### src/rtl/cal_seq_ctrl.sv
module cal_seq_ctrl #(
  parameter int DW          = 24,
  parameter int LEN_CHOP    = 22,
  parameter int LEN_NOCHOP  = 24,
  parameter int LONG_CHOP   = 44,
  parameter int LONG_NOCHOP = 48
) (
  input  logic          clk,
  input  logic          rst_n,
  input  logic          mode_wr,
  input  logic [2:0]    mode_wdata,
  input  logic          chop_en,
  input  logic          ac_en,
  input  logic          chan_sel,
  input  logic          fast_req,
  input  logic          skip_req,
  input  logic          rate_tick,
  input  logic [DW-1:0] result_in,
  output logic          busy,
  output logic [2:0]    mode_q,
  output logic          fast_eff,
  output logic          skip_eff,
  output logic          excit_ac,
  output logic [1:0]    off_we,
  output logic [1:0]    gain_we,
  output logic [DW-1:0] cal_data
);
  localparam int MAXLEN = (LONG_NOCHOP > LONG_CHOP) ? LONG_NOCHOP : LONG_CHOP;
  localparam int CW     = $clog2(MAXLEN + 1);

  logic [CW-1:0] cnt, lim, start_lim;
  logic          ch_q;
  logic          last;

  always_comb begin
    if (mode_wdata == 3'b101) start_lim = chop_en ? CW'(LONG_CHOP) : CW'(LONG_NOCHOP);
    else                      start_lim = chop_en ? CW'(LEN_CHOP)  : CW'(LEN_NOCHOP);
  end

  assign last     = busy && rate_tick && (cnt == lim - CW'(1));
  assign fast_eff = fast_req && !busy;
  assign skip_eff = skip_req && !busy;
  assign excit_ac = ac_en && !(busy && !mode_q[1]);

  always_ff @(posedge clk) begin
    if (!rst_n) begin
      busy     <= 1'b0;
      mode_q   <= 3'b000;
      cnt      <= '0;
      lim      <= '0;
      ch_q     <= 1'b0;
      off_we   <= 2'b00;
      gain_we  <= 2'b00;
      cal_data <= '0;
    end else begin
      off_we  <= 2'b00;
      gain_we <= 2'b00;
      if (mode_wr) begin
        mode_q <= mode_wdata;
        busy   <= mode_wdata[2];
        cnt    <= '0;
        lim    <= start_lim;
        ch_q   <= chan_sel;
      end else if (last) begin
        busy     <= 1'b0;
        mode_q   <= 3'b000;
        cnt      <= '0;
        cal_data <= result_in;
        if (mode_q[0]) gain_we[ch_q] <= 1'b1;
        else           off_we[ch_q]  <= 1'b1;
      end else if (busy && rate_tick) begin
        cnt <= cnt + CW'(1);
      end
    end
  end

  a_r1_quiet_after_reset: assert property (@(posedge clk)
    $rose(rst_n) |-> !busy && mode_q == 3'b000 && off_we == 2'b00 && gain_we == 2'b00);

  a_r2_start: assert property (@(posedge clk) disable iff (!rst_n)
    mode_wr && mode_wdata[2] |=> busy && mode_q == $past(mode_wdata));

  a_r5_idle_on_done: assert property (@(posedge clk) disable iff (!rst_n)
    $fell(busy) && !$past(mode_wr) |-> mode_q == 3'b000);

  a_r7_single_write: assert property (@(posedge clk) disable iff (!rst_n)
    $onehot0({off_we, gain_we}));

  a_r7_write_at_end: assert property (@(posedge clk) disable iff (!rst_n)
    (|{off_we, gain_we}) |-> $fell(busy));

  a_r9_no_write_on_abort: assert property (@(posedge clk) disable iff (!rst_n)
    mode_wr |=> !(|{off_we, gain_we}));

  a_r11_no_start: assert property (@(posedge clk) disable iff (!rst_n)
    mode_wr && !mode_wdata[2] |=> !busy);
endmodule

### config.mk
export PLATFORM = sky130hd
export DESIGN_NAME = cal_seq_ctrl
export DESIGN_NICKNAME = d
export VERILOG_FILES = /design/src/rtl/cal_seq_ctrl.sv
export SDC_FILE = /design/constraint.sdc
export NUM_CORES = 1
export LEC_CHECK = 0
export ABC_CLOCK_PERIOD_IN_PS = 3200
export BUFFER_PORTS_ARGS = -buffer_cell sky130_fd_sc_hd__buf_2
export CAP_MARGIN = 20
export CORE_MARGIN = 4
export CORE_UTILIZATION = 40
export DETAILED_ROUTE_END_ITERATION = 7
export GPL_TIMING_DRIVEN = 0
export PLACE_DENSITY = 0.67
export REMOVE_ABC_BUFFERS = 1
export SYNTH_ARGS = -nofsm -noshare
export SYNTH_HDL_FRONTEND = slang
export SYNTH_SLANG_ARGS = --single-unit
### constraint.sdc
create_clock -name clk -period 3.2 [get_ports clk]
set_clock_uncertainty 0.15 [all_clocks]
set_input_delay 0.64 -clock clk [delete_from_list [all_inputs] [get_ports clk]]
set_output_delay 0.64 -clock clk [all_outputs]
set_load 0.1 [all_outputs]
* Word-level counts from Yosys, hierarchy flattened *
Cells that the tools add are included.

storage, ports and cells
  register bits = 45
  latch bits = 0
  RAM bits = 0
  ROM bits = 0
  logic and storage cells = 42
  memories = 0

cells by class
  $add $sub $neg = 2
  multipliers = 0
  div/mod/pow operators = 0
  order comparisons = 2
  eq/ne operators = 2
  shifts and indexed selects = 0
  mux-type cells = 9
  bitwise gates (word level) = 4
  reductions and logical operators = 15

operator list
  kind                 number
  $reduce_or 4->1      2
  $logic_and 1x1->1    7
  $add 6x1->6 const B  1
  $eq 6x6->1           1
  $mux 3               2
  $mux 6               1
  $sub 6x1->6 const B  1
  $mux 5               1
  $mux 4               1
  $not 1->1            4
  $eq 3x3->1 const B   1
  $logic_not 1->1      3
  $mux 1               3
  $reduce_or 3->1      1
  $lt 1x2->1 const B   1
  $reduce_and 2->1     1
  $reduce_bool 2->1    1
  $demux 1 s1          1
  $ge 1x1->1 const B   1

* Logic depth before layout (Yosys ltp) *
Gate-level depths: netlist of run 1.

  word-level depth = 5
  mapped depth = 7
  mapped depth without buffers = 6

* Least setup slack after synthesis of run 1 *
No wires, ideal clock.

  path kind = register to output
  start = register mode_q[1]
  end = output port excit_ac
  arrival = 3.282 ns
  data required time = 2.410 ns
  path slack = -0.872 ns
  cell stages (with the launch flop) = 3
  buffers on the path = 0
  path through = dfxtp_1 > inv_1 > a21boi_0

on the way
  cells in the longest elaborated chain, start to end = 4

RTL lines
  element                 RTL line  source
  start, declared         20        output logic [2:0] mode_q,
  start signal, assigned  59        mode_q <= mode_wdata;
  $logic_not 1->1         43        assign excit_ac = ac_en && !(busy && !mode_q[1]);
  $logic_and 1x1->1       43
  $logic_not 1->1         43
  $logic_and 1x1->1       43
  end, declared           23        output logic excit_ac,

No other way between the ends.

* Worst setup path after layout of run 1 *
  start = register lim[1]
  end = register cal_data[3]

on the way
  cells in the longest elaborated chain, start to end = 4

RTL lines
  element                     RTL line  source
  start, declared             31        logic [CW-1:0] cnt, lim, start_lim;
  start signal, assigned      62        lim <= start_lim;
  $sub 6x1->6                 40        assign last = busy && rate_tick && (cnt == lim - CW'(1));
  $eq 6x6->1                  40
  $logic_and 1x1->1           40
  $reduce_and 2->1 (no line)  n/a
  end signal, assigned        68        cal_data <= result_in;
  end, declared               26        output logic [DW-1:0] cal_data

No other way between the ends.
A chain may end at the register's enable or synchronous reset.

==> metrics.txt, run 1 <==
CTS clk-pin slew, worst paths 80 ps; FMAX 0.373 GHz; post-route ant nets 0; normalized max-slew margin 36.5%; largest net degree at the start of global routing 64; DP HPWL 2.77 mm; antenna violations before repair 0; post-route insts no fill 320; Setup TNS 0 ps; final instance area 2350 um^2; final net count 309; Rows 24; Sw Ratio 26.9%; layout cells sized above 1 30.2%; Area after DPL 2270 um^2; Util after Layout 52.4%; adder-cell share of the synthesized area 2.63%; sequential share of power 55.0%; net switching power 0.268 mW; worst path required time 3280 ps; CTS H-tree depth 2; Root Buffer clkbuf_8; total wire length 3.83 mm; n_diodes 0; Max Cap Viol 0; Synth Area in Compound Gates 5.00%; simple-gate portion of the synthesized area 21.5%; CTS resizes 0; commonest cells after routing, fill and taps aside buf_2 (70), nand2_1 (54), dfxtp_1 (43); mux share of post-synthesis cell area 15.3%; CTS tree built; largest family of logic cells by synthesized area simple AND/OR/NAND/NOR gates; Pwr Density 425 nW/um^2; average wire per standard cell 12.0 um; Overflow after GRT 0; residual DRC count 0; Hold WS 304 ps; type of the worst setup path reg -> reg; register bit total from synthesis 43; cell-internal power 0.729 mW; Chip Width 77.0 um; logic gate share of total power 12.9%; critical path startpoint category flop; Ys Warns 0; die area 5920 um^2; worst hold path class reg -> reg; Synth cell types 31; number of DRC markers in iteration 0 93; 1st-pass router iterations 4; static leakage 1.06 nW; post-cts hold buffer count 0; CP Data Arrival Time 2760 ps; DR vias 1,543; RSZ-0062 raised after global routing false; chip height 77.0 um; Post-Syn Area 1900 um^2; gr usage total 13.9%; PnR worst setup slack 518 ps; Placer Congestion 0.769; Slew Limit Fails 0; final hold vios 0; Seq/Total Area, Yosys 45.3%; most common cell after layout, fill and taps aside buf_2; syn avg cell area 9.32 um^2; Synth Instances 204; Tightest Pin Transition 952 ps; vias in the first global route 1,533; setup bufs post-CTS 0; Tcrit/Tclk final 83.8%; final setup vio count 0; total power 0.997 mW; Starting Density 42.5%; Num CTS Buffers 5; Vias/cell 4.82; XOR/XNOR Fraction of Synth Area 5.07%; area delta synth->final 23.4%; clk_lat worst skew 290 ps; port bufs 70; Critical Path End Type flop; clk sink count 43; Final Critical Period 2680 ps; part of the power in the clock network 32.1%; Placement Setup Slack 488 ps; IO Count 71; crit-path max FO 11; Inst Count DP 314; status finished, final reports clean; global-route wire length before repair 6.69 mm; clock buffer depth 2; core area 4470 um^2; worst vdd rail ir drop 206 uV
==> final timing paths <==
kind	start	to	slack (ps)	depth (start not counted)
worst max-delay path	lim[1]	cal_data[3]	520	8
worst min-delay path	cal_data[2]	cal_data[2]	300	2
worst max register to register	lim[1]	cal_data[3]	520	8
worst min register to register	cal_data[2]	cal_data[2]	300	2
==> synth_stat cells (all sizes together) <==
master / count / area [um^2]
nor3: 7 / 35.0
nand2: 54 / 203
and4: 2 / 17.5
nand4: 4 / 25.0
clkbuf: 9 / 33.8
a21oi: 1 / 5.00
o21ba: 1 / 10.0
o21ai: 2 / 10.0
a21boi: 1 / 7.51
nor2: 2 / 7.51
a221o: 1 / 10.0
xor2: 7 / 61.3
a2111oi: 1 / 27.5
mux2i: 29 / 290
and2: 1 / 6.26
o31ai: 1 / 7.51
nand3: 4 / 20.0
inv: 4 / 15.0
a211oi: 1 / 7.51
nor2b: 9 / 56.3
ha: 4 / 50.1
or2: 1 / 6.26
nand2b: 1 / 6.26
o211a: 1 / 10.0
xnor2: 4 / 35.0
and4b: 2 / 20.0
buf: 6 / 51.3
and3: 1 / 6.26
dfxtp: 43 / 861
==> state kept, by name (all words and copies together) (netlist names) <==
signal,flops
busy,1
cal_data,24
ch_q,1
cnt,6
gain_we,2
lim,5
mode_q,2
off_we,2
==> cells by family (layout without fill, tap and decap cells) <==
kind of cell	after synthesis	in the layout
and+or+nand+nor	88	88
muxes	29	29
DFF	43	43
AOI/OAI and AO/OA	10	10
buffers and inverters	19	83
adders and majority gates	4	4
xor gates and xnor gates	11	11
==> power by group through the flow <==
stage / Sequential [mW] / Clock [mW] / Combinational [mW]
2_1_floorplan: 0.581 / 0 / 0.0621
5_1_grt: 0.550 / 0.356 / 0.141
3_5_place_dp: 0.561 / 0 / 0.129
4_1_cts: 0.548 / 0.336 / 0.130
6_report: 0.548 / 0.320 / 0.128
3_3_place_gp: 0.561 / 0 / 0.127
==> critical path, stage by stage, from the launching register on <==
cell	delay, ps
dfxtp_1	400
inv_1	60
ha_1	250
o21ba_1	180
a221o_1	400
a2111oi_4	590
buf_8	240
buf_8	170
mux2i_1	190
==> layer usage <==
metal	GRT usage, %	vias up	wire [um]
met2	22.2	57	1630
met5	0	-	0
li1	-	806	-
met3	6.91	6	428
met1	15.8	674	1700
met4	5.43	0	68
==> final cells by class <==
class	instances	area [um^2]
Tap cell	52	65.1
Timing Repair Buffer	73	388
Multi-Input combinational cell	142	941
Sequential cell	43	861
Clock inverter	1	7.51
Inverter	4	15.0
Clock buffer	5	68.8
Fill cell	425	2130
Note: power is estimated with default switching activity, not from simulation.
==> run 2: changes to the inputs <==
--- a/config.mk
+++ b/config.mk
@@ -5,14 +5,14 @@
 export SDC_FILE = /design/constraint.sdc
 export NUM_CORES = 1
 export LEC_CHECK = 0
-export ABC_CLOCK_PERIOD_IN_PS = 3200
+export ABC_CLOCK_PERIOD_IN_PS = 2300
 export BUFFER_PORTS_ARGS = -buffer_cell sky130_fd_sc_hd__buf_2
 export CAP_MARGIN = 20
 export CORE_MARGIN = 4
 export CORE_UTILIZATION = 40
 export DETAILED_ROUTE_END_ITERATION = 7
 export GPL_TIMING_DRIVEN = 0
-export PLACE_DENSITY = 0.67
+export PLACE_DENSITY = 0.7
 export REMOVE_ABC_BUFFERS = 1
 export SYNTH_ARGS = -nofsm -noshare
 export SYNTH_HDL_FRONTEND = slang
==> constraint.sdc (replaced) <==
create_clock -name clk -period 2.3 [get_ports clk]
set_clock_uncertainty 0.15 [all_clocks]
set_input_delay 0.46 -clock clk [delete_from_list [all_inputs] [get_ports clk]]
set_output_delay 0.46 -clock clk [all_outputs]
set_load 0.1 [all_outputs]
==> run 2 against run 1 <==
- register-to-register slack got worse by 460 ps
- core utilization increased by 2.9 points
- sequential share of layout area shrank 1.7 points
- worst hold slack got worse by 47 ps
- first-iteration DRC count fell by 47%
- largest cell class unchanged
- clock-buffer cell count increased by 3
- critical endpoint is now cal_data[5]
==> metrics.txt, run 2 (synthesis gave the netlist of run 1 again) <==
r2r startpoint lim[1]; worst hold path class in -> reg; Root Buffer clkbuf_8; Chip Width 77.0 um; Critical R2R Capture cal_data[5]; final instance area 2480 um^2; R2R cell count 9; 1st-pass router iterations 4; CP Data Arrival Time 2310 ps; hold depth 3; normalized max-slew margin 35.0%; area delta synth->final 30.2%; worst vdd rail ir drop 338 uV; fill count 412; type of the worst setup path reg -> reg; final setup vio count 0; worst-path cell chain inv_2 > ha_4 > o21ba_1 > a221o_1 > a2111oi_4 > buf_6 > buf_8 > buf_8 > mux2i_1; Final Critical Period 2240 ps; static leakage 1.13 nW; Placer Congestion 0.804; most common cell after layout, fill and taps aside buf_2; critical path startpoint category flop; core area 4470 um^2; global-route wire length before repair 6.71 mm; CTS H-tree depth 2; Max Cap Viol 0; Vias/cell 4.85; Critical Path End Type flop; Overflow after GRT 0; die area 5920 um^2; average wire per standard cell 11.8 um; crit-path max FO 7; post-cts hold buffer count 0; number of DRC markers in iteration 0 49; RSZ-0062 raised after global routing true; port bufs 70; n_diodes 0; clk_lat worst skew 290 ps; number of flip-flops in the largest register 24; DP HPWL 2.73 mm; status finished, final reports clean; Rows 24; residual DRC count 0; worst path required time 2370 ps; hold_sp result_in[15]; Area after DPL 2270 um^2; clock buffer depth 2; vias in the first global route 1,536; Tightest Pin Transition 975 ps; layout cells sized above 1 34.8%; largest net degree at the start of global routing 64; Pwr Density 590 nW/um^2; biggest regs cal_data: 24 flops, cnt: 6 flops, lim: 5 flops; Placement Setup Slack -586 ps; total wire length 3.90 mm; final net count 318; FMAX 0.447 GHz; Tcrit/Tclk final 97.3%; gr usage total 13.5%; slowest CP cell a221o_1; WHS Endpoint cal_data[15]; chip height 77.0 um; final hold vios 0; clk sink count 43; DR vias 1,604; Slew Limit Fails 0; post-route ant nets 0; Num CTS Buffers 5; CTS tree built; CP most frequent cell buf_8; commonest cells after routing, fill and taps aside buf_2 (70), nand2_1 (54), dfxtp_1 (41); CTS clk-pin slew, worst paths 80 ps; Starting Density 42.5%; slowest stage delay, CP 370 ps; IO Count 71; antenna violations before repair 0; r2r setup slk 60 ps; PnR worst setup slack 61.3 ps; Biggest register cal_data
==> run 2: power by group <==
group | internal, mW | switching [mW]
Clock | 0.274 | 0.237
Combinational | 0.0641 | 0.122
Sequential | 0.753 | 0.00913
Total | 1.09 | 0.369
==> run 2: how the worst max path moves through the flow <==
stage / start / end / cells after the start
2_1_floorplan: busy / excit_ac / 1
6_report: lim[1] / cal_data[5] / 9
5_1_grt: lim[1] / cal_data[21] / 9
3_5_place_dp: lim[1] / cal_data[5] / 9
4_1_cts: lim[1] / cal_data[5] / 9
3_3_place_gp: lim[1] / cal_data[3] / 6
==> run 2: area by class of cell <==
| cell class | instances | area, um^2 | area share [%] |
|---|---|---|---|
| multi-input cells | 142 | 955 | 38.6 |
| inverters | 4 | 15.0 | 0.606 |
| flip-flops and latches | 43 | 866 | 35.0 |
| clock buffers | 8 | 100 | 4.04 |
| repair buffers | 82 | 475 | 19.2 |
| well taps | 52 | 65.1 | 2.63 |
==> run 2: worst max-delay path: cells and delay by family, from the launching register on <==
family | cells | cell delay (ps)
AOI/OAI and AO/OA | 3 | 900
adders and majority gates | 1 | 160
buffers and inverters | 4 | 440
DFF | 1 | 360
muxes | 1 | 170
==> run 2: repair_timing <==
item,in CTS,in global routing
buffers inserted,7,1
pin swaps,3,1
gates resized for setup,9,2
endpoints found under the setup margin,34,23
==> run 2: routing by layer <==
metal / vias up / share of wire [%] / GRT usage, %
li1: 821 / - / -
met1: 717 / 43 / 15.9
met2: 62 / 45 / 22.4
met3: 4 / 11 / 6.67
met4: 0 / 0.54 / 2.72
met5: - / 0 / 0
==> run 2: per-stage QoR <==
| stage | util [%] | TNS (ps) | hold WS [ps] | instances | total power [mW] |
|---|---|---|---|---|---|
| floorplan | - | -62290 | 353 | 189 | 0.894 |
| global placement | 49.9 | -34980 | 289 | 311 | 0.956 |
| detailed placement | 50.8 | -9360 | 295 | 315 | 0.959 |
| CTS | 55.1 | 0 | 244 | 330 | 1.48 |
| global route | 55.3 | -704 | 255 | 331 | 1.54 |
| finish | 55.3 | 0 | 257 | 331 | 1.46 |
